===== src/rtl/vbm_pkg.sv =====
package vbm_pkg;
  localparam int PLANES = 4;
  localparam int LANE_W = $clog2(PLANES);
  localparam int BYTE_W = 8;

  typedef logic [PLANES-1:0] plane_mask_t;

  // isolate the least significant set plane bit
  function automatic plane_mask_t lowest_plane(input plane_mask_t m);
    return m & (~m + plane_mask_t'(1));
  endfunction
endpackage


===== src/rtl/vbm_addr_map.sv =====
module vbm_addr_map
  import vbm_pkg::*;
#(
  parameter int WIN_W  = 16,
  parameter int BANK_W = 6,
  parameter int VM_AW  = 22,
  localparam int WORD_AW = VM_AW - LANE_W
) (
  input  logic [WIN_W-1:0]   win,
  input  logic [BANK_W-1:0]  bank,
  input  logic               chain4,
  output logic [WORD_AW-1:0] word,
  output plane_mask_t        lane_oh
);
  logic [VM_AW-1:0]   lin_byte;
  logic [WORD_AW-1:0] pl_word;

  always_comb begin
    // packed: one byte per aperture offset, bank steps of the window size
    lin_byte = VM_AW'({bank, {WIN_W{1'b0}}}) + VM_AW'(win);
    // planar: one word per offset, so the bank step shrinks by the lane count
    pl_word  = WORD_AW'({bank, {(WIN_W-LANE_W){1'b0}}}) + WORD_AW'(win);
    if (chain4) begin
      word    = lin_byte[VM_AW-1:LANE_W];
      lane_oh = plane_mask_t'(1) << lin_byte[LANE_W-1:0];
    end else begin
      word    = pl_word;
      lane_oh = '0;
    end
  end
endmodule


===== src/rtl/vbm_plane_seq.sv =====
module vbm_plane_seq
  import vbm_pkg::*;
(
  input  logic        clk,
  input  logic        rst,
  input  logic        start,
  input  plane_mask_t start_mask,
  output plane_mask_t first_be,
  output plane_mask_t cont_be,
  output logic        busy
);
  plane_mask_t rem_q;

  assign first_be = lowest_plane(start_mask);
  assign cont_be  = lowest_plane(rem_q);
  assign busy     = |rem_q;

  always_ff @(posedge clk) begin
    if (rst)        rem_q <= '0;
    else if (start) rem_q <= start_mask & ~first_be;
    else            rem_q <= rem_q & ~cont_be;
  end
endmodule


===== src/rtl/vbm_read_merge.sv =====
module vbm_read_merge
  import vbm_pkg::*;
(
  input  logic                     clk,
  input  logic                     rst,
  input  logic                     pend,
  input  logic                     zero,
  input  plane_mask_t              mask,
  input  logic [PLANES*BYTE_W-1:0] vm_rdata,
  output logic [BYTE_W-1:0]        rdata,
  output logic                     rvalid
);
  logic        pend_d, zero_d;
  plane_mask_t mask_d;
  logic [BYTE_W-1:0] merged;

  always_comb begin
    merged = '0;
    for (int i = 0; i < PLANES; i++)
      if (mask_d[i]) merged = merged | vm_rdata[i*BYTE_W +: BYTE_W];
  end

  always_ff @(posedge clk) begin
    if (rst) begin
      pend_d <= 1'b0;
      zero_d <= 1'b0;
      mask_d <= '0;
      rvalid <= 1'b0;
      rdata  <= '0;
    end else begin
      pend_d <= pend;
      zero_d <= zero;
      mask_d <= mask;
      rvalid <= pend_d;
      if (pend_d) rdata <= zero_d ? '0 : merged;
    end
  end
endmodule


===== src/rtl/vga_bank_mapper.sv =====
module vga_bank_mapper
  import vbm_pkg::*;
#(
  parameter int OFS_W  = 17,
  parameter int BANK_W = 6,
  parameter int VM_AW  = 22,
  localparam int WIN_W   = OFS_W - 1,
  localparam int WORD_AW = VM_AW - LANE_W,
  localparam int BUS_W   = PLANES * BYTE_W
) (
  input  logic               clk,
  input  logic               rst,
  input  logic [OFS_W-1:0]   host_addr,
  input  logic               host_rd,
  input  logic               host_wr,
  input  logic [BYTE_W-1:0]  host_wdata,
  input  logic [BANK_W-1:0]  bank_rd,
  input  logic [BANK_W-1:0]  bank_wr,
  input  logic               chain4,
  input  logic [PLANES-1:0]  map_mask,
  input  logic               ext_en,
  output logic               busy,
  output logic [BYTE_W-1:0]  host_rdata,
  output logic               host_rvalid,
  output logic [WORD_AW-1:0] vm_addr,
  output logic               vm_we,
  output logic [PLANES-1:0]  vm_be,
  output logic [BUS_W-1:0]   vm_wdata,
  output logic               vm_re,
  input  logic [BUS_W-1:0]   vm_rdata,
  output logic               legacy_rd,
  output logic               legacy_wr,
  output logic [OFS_W-1:0]   legacy_addr,
  output logic [BYTE_W-1:0]  legacy_wdata
);
  logic [WORD_AW-1:0] wr_word, rd_word;
  plane_mask_t        wr_lane, rd_lane, first_be, cont_be;
  logic               seq_busy;
  logic               take, upper, do_wr, do_rd, seq_start;
  logic               rd_pend_q, rd_zero_q;
  plane_mask_t        rd_mask_q;

  vbm_addr_map #(.WIN_W(WIN_W), .BANK_W(BANK_W), .VM_AW(VM_AW)) u_wr_map (
    .win(host_addr[WIN_W-1:0]), .bank(bank_wr), .chain4(chain4),
    .word(wr_word), .lane_oh(wr_lane)
  );

  vbm_addr_map #(.WIN_W(WIN_W), .BANK_W(BANK_W), .VM_AW(VM_AW)) u_rd_map (
    .win(host_addr[WIN_W-1:0]), .bank(bank_rd), .chain4(chain4),
    .word(rd_word), .lane_oh(rd_lane)
  );

  vbm_plane_seq u_seq (
    .clk(clk), .rst(rst), .start(seq_start), .start_mask(map_mask),
    .first_be(first_be), .cont_be(cont_be), .busy(seq_busy)
  );

  vbm_read_merge u_merge (
    .clk(clk), .rst(rst), .pend(rd_pend_q), .zero(rd_zero_q),
    .mask(rd_mask_q), .vm_rdata(vm_rdata),
    .rdata(host_rdata), .rvalid(host_rvalid)
  );

  assign busy      = seq_busy;
  assign take      = !seq_busy && (host_rd || host_wr);
  assign upper     = host_addr[OFS_W-1];
  assign do_wr     = take && ext_en && host_wr && !upper;
  assign do_rd     = take && ext_en && !host_wr && host_rd;
  assign seq_start = do_wr && !chain4;

  always_ff @(posedge clk) begin
    if (rst) begin
      vm_addr      <= '0;
      vm_we        <= 1'b0;
      vm_be        <= '0;
      vm_wdata     <= '0;
      vm_re        <= 1'b0;
      legacy_rd    <= 1'b0;
      legacy_wr    <= 1'b0;
      legacy_addr  <= '0;
      legacy_wdata <= '0;
      rd_pend_q    <= 1'b0;
      rd_zero_q    <= 1'b0;
      rd_mask_q    <= '0;
    end else begin
      // burst continuation lanes reuse the held address and data
      vm_we     <= |cont_be;
      vm_be     <= cont_be;
      vm_re     <= 1'b0;
      legacy_rd <= 1'b0;
      legacy_wr <= 1'b0;
      rd_pend_q <= 1'b0;

      if (take && !ext_en) begin
        legacy_wr    <= host_wr;
        legacy_rd    <= host_rd && !host_wr;
        legacy_addr  <= host_addr;
        legacy_wdata <= host_wdata;
      end

      if (do_wr) begin
        vm_addr  <= wr_word;
        vm_wdata <= {PLANES{host_wdata}};
        if (chain4) begin
          vm_we <= 1'b1;
          vm_be <= wr_lane;
        end else begin
          vm_we <= |map_mask;
          vm_be <= first_be;
        end
      end

      if (do_rd) begin
        rd_pend_q <= 1'b1;
        rd_zero_q <= upper;
        rd_mask_q <= chain4 ? rd_lane : map_mask;
        if (!upper) begin
          vm_re   <= 1'b1;
          vm_addr <= rd_word;
        end
      end
    end
  end
endmodule


===== config.mk =====
export PLATFORM = sky130hd
export DESIGN_NAME = vga_bank_mapper
export DESIGN_NICKNAME = d
export VERILOG_FILES = /design/src/rtl/vbm_pkg.sv /design/src/rtl/vbm_addr_map.sv /design/src/rtl/vbm_plane_seq.sv /design/src/rtl/vbm_read_merge.sv /design/src/rtl/vga_bank_mapper.sv
export SDC_FILE = /design/constraint.sdc
export NUM_CORES = 1
export LEC_CHECK = 0
export BUFFER_PORTS_ARGS = -buffer_cell sky130_fd_sc_hd__buf_2
export CORE_MARGIN = 2
export CORE_UTILIZATION = 35
export CTS_BUF_LIST = sky130_fd_sc_hd__clkbuf_8
export CTS_CLUSTER_SIZE = 24
export DETAILED_ROUTE_END_ITERATION = 10
export GPL_TIMING_DRIVEN = 0
export HOLD_SLACK_MARGIN = 0.1
export PLACE_DENSITY = 0.67
export SYNTH_ARGS = -nofsm -noshare
export SYNTH_HDL_FRONTEND = slang
export SYNTH_HIERARCHICAL = 1
export SYNTH_SLANG_ARGS = --single-unit

===== constraint.sdc =====
create_clock -name clk -period 2.9 [get_ports clk]
set_input_delay 0.145 -clock clk [delete_from_list [all_inputs] [get_ports clk]]
set_output_delay 0.145 -clock clk [all_outputs]
set_load 0.05 [all_outputs]

==> PnR_summary.wiki <==
{| class="wikitable"
! Metric !! Value
|-
| Status || complete, no violations
|-
| # setup viols final || 0
|-
| Number of enable flip-flop cells after synthesis || 0
|-
| WHS Path Cells || 3
|-
| Endpoint, Worst Hold || legacy_addr[10]
|-
| Worst Reg2Reg Path Length in Cells || 6
|-
| Crit path cell chain || or3_1 > nand4bb_1 > clkbuf_1 > nor2_1 > or3b_1 > o22ai_1
|-
| Max FO, Critical Path || 10
|-
| Effective utilization at floorplan || 35.5%
|-
| Fill cell instance count of the final layout || 1216
|-
| Register area || 0.00170 mm^2
|-
| Yosys top cell by area || sky130_fd_sc_hd__dfxtp_1
|-
| Crit Path Class || reg2reg
|-
| Internal power || 1.88 mW
|-
| Synth Cell Area || 0.00443 mm^2
|-
| PostCTS Resize Cnt || 0
|-
| Height of the die || 116 um
|-
| Min-delay src || host_addr[10]
|-
| Final Routed Wirelength || 13.7 mm
|-
| Switching power summed over all nets || 0.887 mW
|-
| Number of nets in the finished design || 800
|-
| Unrepaired setup endpoints after global routing || false
|-
| Worst clock skew on the final layout || 6.57 ps
|-
| Worst reg-to-reg setup slack || 820 ps
|-
| CTS clock-pin slew for the worst setup and hold paths || 90 ps
|-
| Starting DRC count in detailed routing || 310
|-
| Post CTS Setup Buffer Count || 0
|-
| Maxcap violations || 0
|-
| Amount of wire on met2 after detailed routing || 6.58 mm
|-
| Relative slew slack || 60.9%
|-
| Total inserted antenna cells || 0
|-
| Wire length on met1 || 6.19 mm
|-
| Largest net degree at the start of global routing || 16
|-
| Sequential fraction of design power || 44.9%
|-
| Pre-Repair DR Iteration Count || 4
|-
| Crit path launch type || register
|-
| Logic gate share of total power || 24.8%
|-
| Std-Cell Rows || 41
|-
| Max-slew violation total from the final report || 0
|-
| Switching Fraction || 32.1%
|-
| Final non-filler cell total || 892
|-
| Maximum level of the CTS H-tree || 3
|-
| Static leakage || 2.70 nW
|-
| Core Region || 0.0125 mm^2
|-
| Synthesized area per cell || 9.00 um^2
|-
| Number of CTS-inserted buffers || 9
|-
| Required time at the worst-slack endpoint || 3190 ps
|-
| Area share of the leading cell type in the synthesized netlist || 38.4%
|-
| Length of routed met3 wiring || 749 um
|-
| Crit path max-delay family || simple AND/OR/NAND/NOR gates
|-
| Accumulated negative setup slack || 0 ps
|-
| Peak supply drop || 0.000207 V
|-
| Capturing point of the worst reg2reg path || u_seq/rem_q[3]
|-
| Actual transition at the worst max-transition pin || 586 ps
|-
| Data arrival time at the worst-slack endpoint || 2370 ps
|-
| I/O pin count || 174
|-
| Clock tree from TritonCTS || built
|-
| Post-DRT Antenna Nets || 0
|-
| Yosys Warn Count || 6
|-
| Upper clock frequency limit || 480 MHz
|-
| Max Buffers Root-to-Sink || 2
|-
| CTS Sinks || 85
|-
| Distinct cell type count of the synthesized netlist || 50
|-
| Final cell utilization of the core || 48.9%
|-
| Post-synthesis instance total || 492
|-
| Horizontal die dimension || 116 um
|-
| Overall power consumption || 2.76 mW
|-
| PwrDens || 454 mW/mm^2
|-
| Top post-synthesis cells by area || sky130_fd_sc_hd__dfxtp_1 (38%), sky130_fd_sc_hd__mux2_2 (7.6%), sky130_fd_sc_hd__a21oi_1 (6.4%)
|-
| FFs w/ async S/R, synth || 0%
|-
| Post-route worst hold slack || 113 ps
|-
| Minimum clock period after layout || 2080 ps
|-
| Antenna violations before repair || 0
|-
| Remaining global-route overflow || 0
|-
| Total routing usage reported by global routing || 20.0%
|-
| Highest metal layer with signal wires || met4
|-
| Largest stage delay on the critical path || 410 ps
|-
| Worst hold path class || in2reg
|-
| Critical path's slowest cell || sky130_fd_sc_hd__dfxtp_1
|-
| Clock Power Share || 30.4%
|-
| Final Hold Fails || 0
|-
| Area added between synthesis and finish || 37.6%
|-
| Clock latency reported for the late side of the worst-skew pair || 350 ps
|-
| Register area share after synthesis || 38.4%
|-
| Top flip-flop cell by instance count after synthesis || sky130_fd_sc_hd__dfxtp_1
|-
| Overall die area || 0.0136 mm^2
|-
| Reg2reg start || u_seq/rem_q[1]
|-
| Cell with the most instances after synthesis || sky130_fd_sc_hd__dfxtp_1
|-
| Routed wirelength normalized by instance count || 15.4 um
|-
| Ratio of routed vias to standard cells || 4.99
|-
| Crit share post-route || 71.8%
|-
| Dpl hpwl || 10.3 mm
|-
| Buffers plus inverters on the worst setup path || 1
|-
| IO Port Bufs || 173
|-
| Vias || 4454
|-
| Final weighted congestion in routability-driven placement || 0.842
|-
| Number of nets in the synthesized netlist || 577
|-
| Clock root buffer master || sky130_fd_sc_hd__clkbuf_8
|-
| Via count of the first global-routing pass || 4261
|-
| Multi-input gate area || 0.00223 mm^2
|-
| Sort of element at the end of the critical path || register
|-
| Share of final-layout standard cells stronger than drive strength 1 || 37.8%
|-
| Top cell types by occurrence after synthesis || sky130_fd_sc_hd__dfxtp_1 (85), sky130_fd_sc_hd__a21oi_1 (57), sky130_fd_sc_hd__o21ai_0 (39)
|-
| Number of design rule violations left after detail routing || 0
|-
| Global-route wire length before repair || 21.3 mm
|-
| Number of cells in the design after placement || 837
|-
| Number of synthesized register bits || 85
|-
| Hold buffer count at cts || 39
|}
-- worst reg2reg max path, cell delays in order, from the launching register on --
cell and delay (ps):
sky130_fd_sc_hd__dfxtp_1 410, sky130_fd_sc_hd__or3_1 340, sky130_fd_sc_hd__nand4bb_1 180, sky130_fd_sc_hd__clkbuf_1 380
sky130_fd_sc_hd__nor2_1 170, sky130_fd_sc_hd__or3b_1 410, sky130_fd_sc_hd__o22ai_1 140
-- logic make-up (layout without fill, tap and decap cells) --
group	count (synthesis)	after routing	synth area share (%)
AOI/OAI and AO/OA	158	158	22.5
other	1	1	0.0847
buffers and inverters	85	313	11.2
xor gates and xnor gates	8	8	1.58
DFF	85	85	38.4
and+or+nand+nor	108	108	14.1
muxes	41	41	10.1
adders and majority gates	6	6	2.03
-- worst max path at each step --
stage                                end  cells past startpoint            from  slack, ps
after global placement    u_seq/rem_q[3]                      6  u_seq/rem_q[1]        880
after floorplan           u_seq/rem_q[3]                      6  u_seq/rem_q[1]        840
after detailed placement  u_seq/rem_q[3]                      6  u_seq/rem_q[1]        810
after global routing      u_seq/rem_q[3]                      6  u_seq/rem_q[1]        690
after CTS                 u_seq/rem_q[3]                      6  u_seq/rem_q[1]        790
final                     u_seq/rem_q[3]                      6  u_seq/rem_q[1]        820
-- layout make-up --
cell class | instances | area share [%]
plain buffers | 70 | 7.21
inverters | 15 | 0.924
flip-flops and latches | 85 | 27.9
clock buffers | 10 | 2.26
repair buffers | 212 | 20.6
multi-input cells | 322 | 36.6
clock inverters | 6 | 0.904
well taps | 172 | 3.53
-- placed cells by master (no fill, tap or decap), types with 11 or more instances in the layout --
cell	n
sky130_fd_sc_hd__a21oi_1	57
sky130_fd_sc_hd__a32oi_1	18
sky130_fd_sc_hd__buf_2	182
sky130_fd_sc_hd__buf_4	38
sky130_fd_sc_hd__clkbuf_1	17
sky130_fd_sc_hd__dfxtp_1	85
sky130_fd_sc_hd__dlygate4sd3_1	39
sky130_fd_sc_hd__inv_1	16
sky130_fd_sc_hd__mux2_2	30
sky130_fd_sc_hd__mux2i_1	11
sky130_fd_sc_hd__nand2_1	22
sky130_fd_sc_hd__nand3_1	27
sky130_fd_sc_hd__nor2_1	16
sky130_fd_sc_hd__nor2b_1	11
sky130_fd_sc_hd__o21ai_0	39
-- metrics by stage --
stage / worst slack, ps / area [um^2]
6_report: 818 / 6090
3_3_place_gp: 880 / 5510
3_5_place_dp: 805 / 5510
2_1_floorplan: 842 / 4430
5_1_grt: 688 / 6090
4_1_cts: 790 / 6090
-- power by group through the flow --
stage / logic (mW) / registers [mW] / clock network (mW)
final: 0.685 / 1.24 / 0.840
after global routing: 0.738 / 1.25 / 0.914
after CTS: 0.683 / 1.24 / 0.862
after detailed placement: 0.639 / 1.27 / 0
after global placement: 0.627 / 1.26 / 0
after floorplan: 0.289 / 1.41 / 0
-- per-layer routing --
metal | track usage (%) | vias up
met4 | 5.95 | 0
met2 | 33.6 | 155
met5 | 0 | -
met1 | 26.1 | 2070
met3 | 3.79 | 14
li1 | - | 2215
Power figures use the tool's default switching activity.
